$ cat src/rtl/prioEncoderPkg.sv
package prioEncoderPkg;

  // Strobes from control to datapath
  typedef struct packed {
    logic load;    // capture new result into output register
    logic bypass;  // route combinational result to the ports
  } prioStrobes_t;

endpackage

$ cat src/rtl/prioSlice.sv
module prioSlice #(
  parameter int WIDTH = 8,
  localparam int CW = $clog2(WIDTH)
) (
  input  logic [WIDTH-1:0] reqN,
  input  logic             enInN,
  output logic [CW-1:0]    codeN,
  output logic             gotN,
  output logic             enOutN
);

  logic [CW-1:0] hiIdx;
  logic          anyReq;

  // Scan upward so the last hit (highest index) wins
  always_comb begin
    hiIdx  = '0;
    anyReq = 1'b0;
    for (int i = 0; i < WIDTH; i++) begin
      if (!reqN[i]) begin
        hiIdx  = CW'(i);
        anyReq = 1'b1;
      end
    end
  end

  always_comb begin
    if (enInN) begin
      codeN  = '1;
      gotN   = 1'b1;
      enOutN = 1'b1;
    end else if (anyReq) begin
      codeN  = ~hiIdx;
      gotN   = 1'b0;
      enOutN = 1'b1;
    end else begin
      codeN  = '1;
      gotN   = 1'b1;
      enOutN = 1'b0;
    end
  end

endmodule

$ cat src/rtl/prioCtrl.sv
module prioCtrl
  import prioEncoderPkg::*;
#(
  parameter bit REG_OUT = 1'b1
) (
  input  logic         rstN,
  output prioStrobes_t strobes
);

  always_comb begin
    strobes.load   = rstN;
    strobes.bypass = !REG_OUT;
  end

endmodule

$ cat src/rtl/prioDatapath.sv
module prioDatapath
  import prioEncoderPkg::*;
#(
  parameter int NUM_SLICES = 4,
  parameter int SLICE_W    = 8,
  localparam int TOTAL  = NUM_SLICES * SLICE_W,
  localparam int CW     = $clog2(SLICE_W),
  localparam int GW     = $clog2(NUM_SLICES),
  localparam int CODE_W = GW + CW
) (
  input  logic              clk,
  input  logic              rstN,
  input  prioStrobes_t      strobes,
  input  logic              enN,
  input  logic [TOTAL-1:0]  reqN,
  output logic [CODE_W-1:0] code,
  output logic              valid,
  output logic              chainEnOutN
);

  logic [NUM_SLICES:0]   enChainN;
  logic [NUM_SLICES-1:0] gotN;
  logic [CW-1:0]         sliceCodeN [NUM_SLICES];

  assign enChainN[NUM_SLICES] = enN;

  // Head of chain is the top slice; each enable-out feeds the slice below
  for (genvar s = 0; s < NUM_SLICES; s++) begin : gSlice
    prioSlice #(.WIDTH(SLICE_W)) uSlice (
      .reqN   (reqN[s*SLICE_W +: SLICE_W]),
      .enInN  (enChainN[s+1]),
      .codeN  (sliceCodeN[s]),
      .gotN   (gotN[s]),
      .enOutN (enChainN[s])
    );
  end

  logic [GW-1:0]     grpBits;
  logic [CW-1:0]     lowBits;
  logic [CODE_W-1:0] combCode;
  logic              combValid;

  always_comb begin
    grpBits = '0;
    lowBits = '0;
    for (int s = 0; s < NUM_SLICES; s++) begin
      if (!gotN[s]) grpBits = grpBits | GW'(s);
      lowBits = lowBits | ~sliceCodeN[s];
    end
    combValid = ~&gotN;
    combCode  = {grpBits, lowBits};
  end

  logic [CODE_W-1:0] codeQ;
  logic              validQ;
  logic              chainQ;

  always_ff @(posedge clk or negedge rstN) begin
    if (!rstN) begin
      codeQ  <= '0;
      validQ <= 1'b0;
      chainQ <= 1'b1;
    end else if (strobes.load) begin
      codeQ  <= combCode;
      validQ <= combValid;
      chainQ <= enChainN[0];
    end
  end

  assign code        = strobes.bypass ? combCode    : codeQ;
  assign valid       = strobes.bypass ? combValid   : validQ;
  assign chainEnOutN = strobes.bypass ? enChainN[0] : chainQ;

endmodule

$ cat src/rtl/prioEncoderCascade.sv
module prioEncoderCascade
  import prioEncoderPkg::*;
#(
  parameter int NUM_SLICES = 4,
  parameter int SLICE_W    = 8,
  parameter bit REG_OUT    = 1'b1,
  localparam int TOTAL  = NUM_SLICES * SLICE_W,
  localparam int CODE_W = $clog2(NUM_SLICES) + $clog2(SLICE_W)
) (
  input  logic              clk,
  input  logic              rstN,
  input  logic              enN,
  input  logic [TOTAL-1:0]  reqN,
  output logic [CODE_W-1:0] code,
  output logic              valid,
  output logic              chainEnOutN
);

  prioStrobes_t strobes;

  prioCtrl #(.REG_OUT(REG_OUT)) uCtrl (
    .rstN    (rstN),
    .strobes (strobes)
  );

  prioDatapath #(.NUM_SLICES(NUM_SLICES), .SLICE_W(SLICE_W)) uPath (
    .clk         (clk),
    .rstN        (rstN),
    .strobes     (strobes),
    .enN         (enN),
    .reqN        (reqN),
    .code        (code),
    .valid       (valid),
    .chainEnOutN (chainEnOutN)
  );

endmodule

$ cat config.mk
export PLATFORM = sky130hd
export DESIGN_NAME = prioEncoderCascade
export DESIGN_NICKNAME = d
export VERILOG_FILES = /design/src/rtl/prioEncoderPkg.sv /design/src/rtl/prioSlice.sv /design/src/rtl/prioCtrl.sv /design/src/rtl/prioDatapath.sv /design/src/rtl/prioEncoderCascade.sv
export SDC_FILE = /design/constraint.sdc
export NUM_CORES = 1
export LEC_CHECK = 0
export BUFFER_PORTS_ARGS = -buffer_cell sky130_fd_sc_hd__buf_2
export CORE_MARGIN = 5
export CORE_UTILIZATION = 35
export DETAILED_ROUTE_END_ITERATION = 7
export HOLD_SLACK_MARGIN = 0.08
export PLACE_DENSITY = 0.72
export SLEW_MARGIN = 20
export SYNTH_ARGS = -nofsm -noshare
export SYNTH_HDL_FRONTEND = slang
export SYNTH_HIERARCHICAL = 1
export SYNTH_SLANG_ARGS = --single-unit
$ cat constraint.sdc
create_clock -name clk -period 1.1 [get_ports clk]
set_clock_uncertainty 0.2 [all_clocks]
set_input_delay 0.22 -clock clk [delete_from_list [all_inputs] [get_ports clk]]
set_output_delay 0.22 -clock clk [all_outputs]
set_load 0.05 [all_outputs]
==> impl_metrics.env, run 1 <==
export IMPL_cp_max_fo=5
export IMPL_cts_reportedPaths_clkPinSlew_ps=50
export IMPL_setup_slack_ps=-1040
export IMPL_synth_area_top_cells="dfrtp_1 (21%), nand2b_1 (10%), nor2_1 (8.2%), nand4_1 (6.8%), a21oi_1 (5.5%)"
export IMPL_vias=1197
export IMPL_post_route_util_pct=82.2
export IMPL_cts_hold_buffers_added=3
export IMPL_clkLatencyLatePin_ps=250
export IMPL_cts_buffers=3
export IMPL_rsz0062_at_grt="yes"
export IMPL_port_buffers=41
export IMPL_grt_usage_pct=20.4
export IMPL_start_util_pct=36.9
export IMPL_syn_cell_area_um2=731
export IMPL_vdd_drop_max_mv=0.819
export IMPL_antenna_found_initial=0
export IMPL_synthesis_nets=133
export IMPL_cp_cell_sequence="buf_6 > nand4_1 > or3_4 > or3_4 > or3_4 > or3_4 > mux2_4"
export IMPL_status="finished, violations left"
export IMPL_final_cell_count_no_fill=214
export IMPL_critPathLaunchType="primary input"
export IMPL_critPathSlowestCell="or3_4"
export IMPL_ant_nets=0
export IMPL_cts_max_path_buffers=2
export IMPL_die_w_um=55.7
export IMPL_fin_crit_sh_pct=195
export IMPL_cp_data_arrival_time_ps=2130
export IMPL_vias_per_cell=5.59
export IMPL_core_area_um2=1980
export IMPL_finalSetupViolCount=14
export IMPL_crit_top_cell="or3_4"
export IMPL_fmax_mhz=466
export IMPL_hp_class="in -> async"
export IMPL_grt_overflow=0
export IMPL_power_density_nw_per_um2=683
export IMPL_synth_top_area_share_pct=20.5
export IMPL_drv_cap=0
export IMPL_yosysWarnings=6
export IMPL_violations="hold timing, setup timing"
export IMPL_hold_viol=2
export IMPL_cpPeakStageDelay_ps=410
export IMPL_grt_pass1_wl_um=5000
export IMPL_syn_to_final_growth_pct=123
export IMPL_dr_pass1_iters=4
export IMPL_ys_flop_type="dfrtp_1"
export IMPL_period_minus_slack_ps=2140
export IMPL_rows=16
export IMPL_drive_gt1_share_pct=66.8
export IMPL_synth_cell_types=19
export IMPL_io_pins=42
export IMPL_grt_max_degree=14
export IMPL_maxSlewViolCount=0
export IMPL_yosys_top_cells_count="nor2_1 (16), nand2b_1 (12), a21oi_1 (8), nand2_1 (8), nand4_1 (8)"
export IMPL_p_leak_nw=0.710
export IMPL_grt_pass1_vias=1195
export IMPL_setup_tns_ps=-8410
export IMPL_cp_top_family="simple AND/OR/NAND/NOR gates"
export IMPL_ys_seq_elements=7
export IMPL_root_buffer="clkbuf_4"
export IMPL_layout_nets=223
export IMPL_whs_ps=-412
export IMPL_crit_buf_inv=1
export IMPL_path_class="in -> reg"
export IMPL_wl_per_cell_um=18.0
export IMPL_cts_max_level=1
export IMPL_die_h_um=55.7
export IMPL_n_antenna_cell=0
export IMPL_wirelength_um=3860
export IMPL_drtIter0Drc=31
export IMPL_p_total_mw=1.11
export IMPL_cp_data_required_time_ps=1080
export IMPL_synth_async_reset_ratio_pct=100
export IMPL_gp_congestion=0.734
export IMPL_die_area_um2=3100
export IMPL_yosys_area_top_type="dfrtp_1"
export IMPL_cts_tree="done"
export IMPL_drcViolationCount=0
export IMPL_syn_avg_cell_area_um2=7.46
export IMPL_place_hpwl_um=2090
export IMPL_synth_edff_count=0
export IMPL_cts_sinks=7
export IMPL_worst_setup_path_end_kind="flip-flop"
export IMPL_syn_instance_count=98
export IMPL_synth_most_common_cell="nor2_1"
export IMPL_ys_seq_area_share_pct=24.1
export IMPL_place_inst=195
[per-stage QoR]
| step | cell area (um^2) | setup slack, ps |
|---|---|---|
| after global routing | 1630 | -1070 |
| after floorplan | 823 | -1200 |
| after CTS | 1560 | -991 |
| final | 1630 | -1040 |
| after global placement | 1270 | -1260 |
| after detailed placement | 1270 | -1290 |
[where the power goes]
part | total (mW) | leakage [nW] | internal [mW] | switching [mW]
logic | 0.571 | 0.616 | 0.282 | 0.289
clock network | 0.242 | 0.0150 | 0.139 | 0.103
registers | 0.300 | 0.0784 | 0.279 | 0.0207
[what timing repair did]
| item | 4_1_cts | 5_1_grt |
|---|---|---|
| endpoints found under the hold margin | 8 | 3 |
| buffers inserted | 12 | 4 |
| setup endpoints to repair | 14 | 14 |
| pin swaps | 10 | 10 |
| gates resized for setup | 35 | 21 |
[kinds of logic (layout without fill, tap and decap cells)]
group / after synthesis / count (layout) / synth area share [%]
buffers and inverters: 4 / 93 / 5.14
other: 1 / 1 / 0.513
flip-flops: 7 / 7 / 24.1
AND/OR/NAND/NOR: 60 / 60 / 43.8
AO/OA/AOI/OAI: 24 / 24 / 23.3
multiplexers: 2 / 2 / 3.08
[layout make-up]
class | count | area, um^2
clock buffer | 4 | 26.3
multi-input combinational | 87 | 717
timing repair buffer | 89 | 676
sequential | 7 | 176
fill | 114 | 353
tap | 27 | 33.8
[per-layer routing]
metal	vias up	share of wire (%)	GRT usage (%)
met5	-	0	0
met2	51	57	42.6
met1	578	33	17.5
met4	0	5.1	10.1
met3	20	5.1	4.41
li1	548	-	-
[sequential cells by signal, summed over array words and instances, names as in the netlist]
| name | cells |
|---|---|
| uPath/chainQ | 1 |
| uPath/codeQ | 5 |
| uPath/validQ | 1 |
[cell usage in the layout, fill, tap and decap left out, types with 6 or more instances in the layout]
master    count
buf_4        38
buf_2        30
buf_6        16
nand2b_1     12
nor2_1        9
nand2_1       8
nand4_1       8
dfrtp_1       6
[worst paths after layout]
kind	startpoint	end	slack [ps]	depth (start not counted)
max	reqN[30]	uPath/chainQ$_DFFE_PN1P_	-1040	7
min	rstN	uPath/validQ$_DFFE_PN0P_	-410	1
max reg2reg	uPath/codeQ[2]$_DFFE_PN0P_	uPath/codeQ[2]$_DFFE_PN0P_	70	3
min reg2reg	uPath/codeQ[1]$_DFFE_PN0P_	uPath/codeQ[1]$_DFFE_PN0P_	380	2
max in group asynchronous	rstN	uPath/codeQ[1]$_DFFE_PN0P_	150	3
min in group clk	rstN	uPath/validQ$_DFFE_PN0P_	60	2
(Power assumes the default switching activity.)
==> run 2, diff against run 1 <==
--- a/config.mk
+++ b/config.mk
@@ -10,7 +10,7 @@
 export CORE_UTILIZATION = 35
 export DETAILED_ROUTE_END_ITERATION = 7
 export HOLD_SLACK_MARGIN = 0.08
-export PLACE_DENSITY = 0.72
+export PLACE_DENSITY = 0.75
 export SLEW_MARGIN = 20
 export SYNTH_ARGS = -nofsm -noshare
 export SYNTH_HDL_FRONTEND = slang
==> run 2 against run 1 <==
The flow finishes with violations (setup timing). Combinational power shrank 3%. First-iteration DRC count shrank 3.2%. Critical path depth is the same. Total power shrank 1.8%. Die area is the same. Worst hold slack gained 510 ps. Sequential cell count is the same. Clock-buffer cell count is the same. Non-clock buffer count grew 3. Worst setup slack lost 8.2 ps. Wire length shrank 23%. Utilization shrank 0.063 points. Largest power group unchanged.
==> impl_metrics.env, run 2 (synthesized netlist as in run 1, its figures left out) <==
export IMPL_status="finished, violations left"
export IMPL_violations="setup timing"
export IMPL_largest_register_ffs=5
export IMPL_clkLatencyLatePin_ps=260
export IMPL_cts_buffers=3
export IMPL_nFillCells=126
export IMPL_layout_common_cells="buf_4 (44), buf_2 (27), buf_6 (17)"
export IMPL_root_buffer="clkbuf_4"
export IMPL_start_util_pct=36.9
export IMPL_rows=16
export IMPL_rr_endpoint="uPath/validQ$_DFFE_PN0P_"
export IMPL_setup_slack_ps=-1050
export IMPL_grt_overflow=0
export IMPL_cp_data_arrival_time_ps=2140
export IMPL_cts_sinks=7
export IMPL_ant_nets=0
export IMPL_worst_setup_path_end_kind="flip-flop"
export IMPL_die_h_um=55.7
export IMPL_path_class="in -> reg"
export IMPL_p_seq_share_pct=27.0
export IMPL_drive_gt1_share_pct=67.4
export IMPL_placed_area_um2=1310
export IMPL_place_inst=198
export IMPL_cts_max_level=1
export IMPL_final_cell_count_no_fill=217
export IMPL_io_pins=42
export IMPL_ff2ff_setup_slack_ps=0
export IMPL_top_regs="uPath/codeQ (5), uPath/chainQ (1), uPath/validQ (1)"
export IMPL_drtIter0Drc=30
export IMPL_p_total_mw=1.09
export IMPL_reg2reg_depth=4
export IMPL_n_antenna_cell=0
export IMPL_wirelength_um=2970
export IMPL_vias_per_cell=5.17
export IMPL_place_hpwl_um=2120
export IMPL_cp_data_required_time_ps=1090
export IMPL_dr_pass1_iters=4
export IMPL_drv_cap=0
export IMPL_rsz0062_at_grt="yes"
export IMPL_hp_class="in -> reg"
export IMPL_power_density_nw_per_um2=672
export IMPL_p_leak_nw=0.723
export IMPL_grt_usage_pct=19.4
export IMPL_layout_nets=226
export IMPL_gp_congestion=0.770
export IMPL_grt_max_degree=14
export IMPL_port_buffers=41
export IMPL_cts_reportedPaths_clkPinSlew_ps=50
export IMPL_maxSlewViolCount=0
export IMPL_period_minus_slack_ps=2150
export IMPL_syn_to_final_growth_pct=123
export IMPL_vdd_drop_max_mv=0.485
export IMPL_die_area_um2=3100
export IMPL_cts_tree="done"
export IMPL_fin_area_um2=1630
export IMPL_pwr_share_clk_pct=22.2
export IMPL_cts_max_path_buffers=2
export IMPL_regToRegStartpoint="uPath/validQ$_DFFE_PN0P_"
export IMPL_antenna_found_initial=0
export IMPL_drcViolationCount=0
export IMPL_fmax_mhz=464
export IMPL_hp_start="rstN"
export IMPL_p_comb_share_pct=50.8
export IMPL_internal_power_uw=711
export IMPL_setup_tns_ps=-8360
export IMPL_post_route_util_pct=82.1
export IMPL_regMostFlops="uPath/codeQ"
export IMPL_vias=1122
export IMPL_critPathLaunchType="primary input"
export IMPL_cp_max_fo=5
export IMPL_wl_per_cell_um=13.7
export IMPL_hold_depth=2
export IMPL_grt_pass1_vias=1170
export IMPL_layout_commonest_cell="buf_4"
export IMPL_fin_crit_sh_pct=196
export IMPL_switching_share_pct=35.0
export IMPL_p_sw_uw=383
export IMPL_worstHoldEndpoint="uPath/chainQ$_DFFE_PN1P_"
export IMPL_hold_viol=0
export IMPL_die_w_um=55.7
export IMPL_grt_pass1_wl_um=4910
export IMPL_core_area_um2=1980
export IMPL_finalSetupViolCount=14
==> run 2: metal layers <==
layer	vias to the layer above	track usage (%)	routed length, um
met1	525	20.5	1190
li1	554	-	-
met3	8	3.02	122
met4	0	8.68	74
met5	-	0	0
met2	35	37.2	1580
==> run 2: repair_timing <==
action / in CTS / in global routing
setup endpoints to repair: 14 / 14
endpoints found under the hold margin: 7 / 0
pin swaps: 12 / 14
buffers inserted: 13 / 7
resized for setup: 34 / 13
gates cloned: 0 / 0
hold buffers: 2 / 0
==> run 2: cell type report <==
| type | count | area, um^2 | share of cell area (%) |
|---|---|---|---|
| multi-input cells | 87 | 679 | 41.7 |
| clock buffers | 4 | 26.3 | 1.61 |
| flip-flops and latches | 7 | 176 | 10.8 |
| repair buffers | 92 | 712 | 43.7 |
| well taps | 27 | 33.8 | 2.08 |
==> run 2: worst max-delay path by stage <==
| stage | from | to | cells after the start |
|---|---|---|---|
| 3_5_place_dp | reqN[30] | uPath/chainQ$_DFFE_PN1P_ | 7 |
| 2_1_floorplan | reqN[30] | uPath/chainQ$_DFFE_PN1P_ | 6 |
| 5_1_grt | reqN[31] | uPath/chainQ$_DFFE_PN1P_ | 7 |
| 4_1_cts | reqN[31] | uPath/chainQ$_DFFE_PN1P_ | 7 |
| 6_report | reqN[31] | uPath/chainQ$_DFFE_PN1P_ | 7 |
| 3_3_place_gp | reqN[30] | uPath/chainQ$_DFFE_PN1P_ | 7 |
==> run 2: power by group through the flow <==
stage               clock [mW]  sequential [mW]  combinational (mW)
finish                   0.243            0.295               0.555
global route             0.267            0.297               0.596
CTS                      0.255            0.294               0.512
detailed placement           0            0.295               0.430
global placement             0            0.294               0.415
floorplan                    0            0.292               0.230
==> run 2: worst max-delay path: stages <==
cell,delay (ps)
buf_6,70
nand4_1,140
or3_4,400
or3_4,340
or3_4,360
or3_4,340
mux2_4,260
==> run 2: per-stage QoR <==
stage,hold slack (ps),setup slack [ps]
after floorplan,-276,-1200
after global placement,-19.0,-1270
after detailed placement,-17.5,-1300
after CTS,89.1,-976
after global routing,103,-1080
final,94.4,-1050
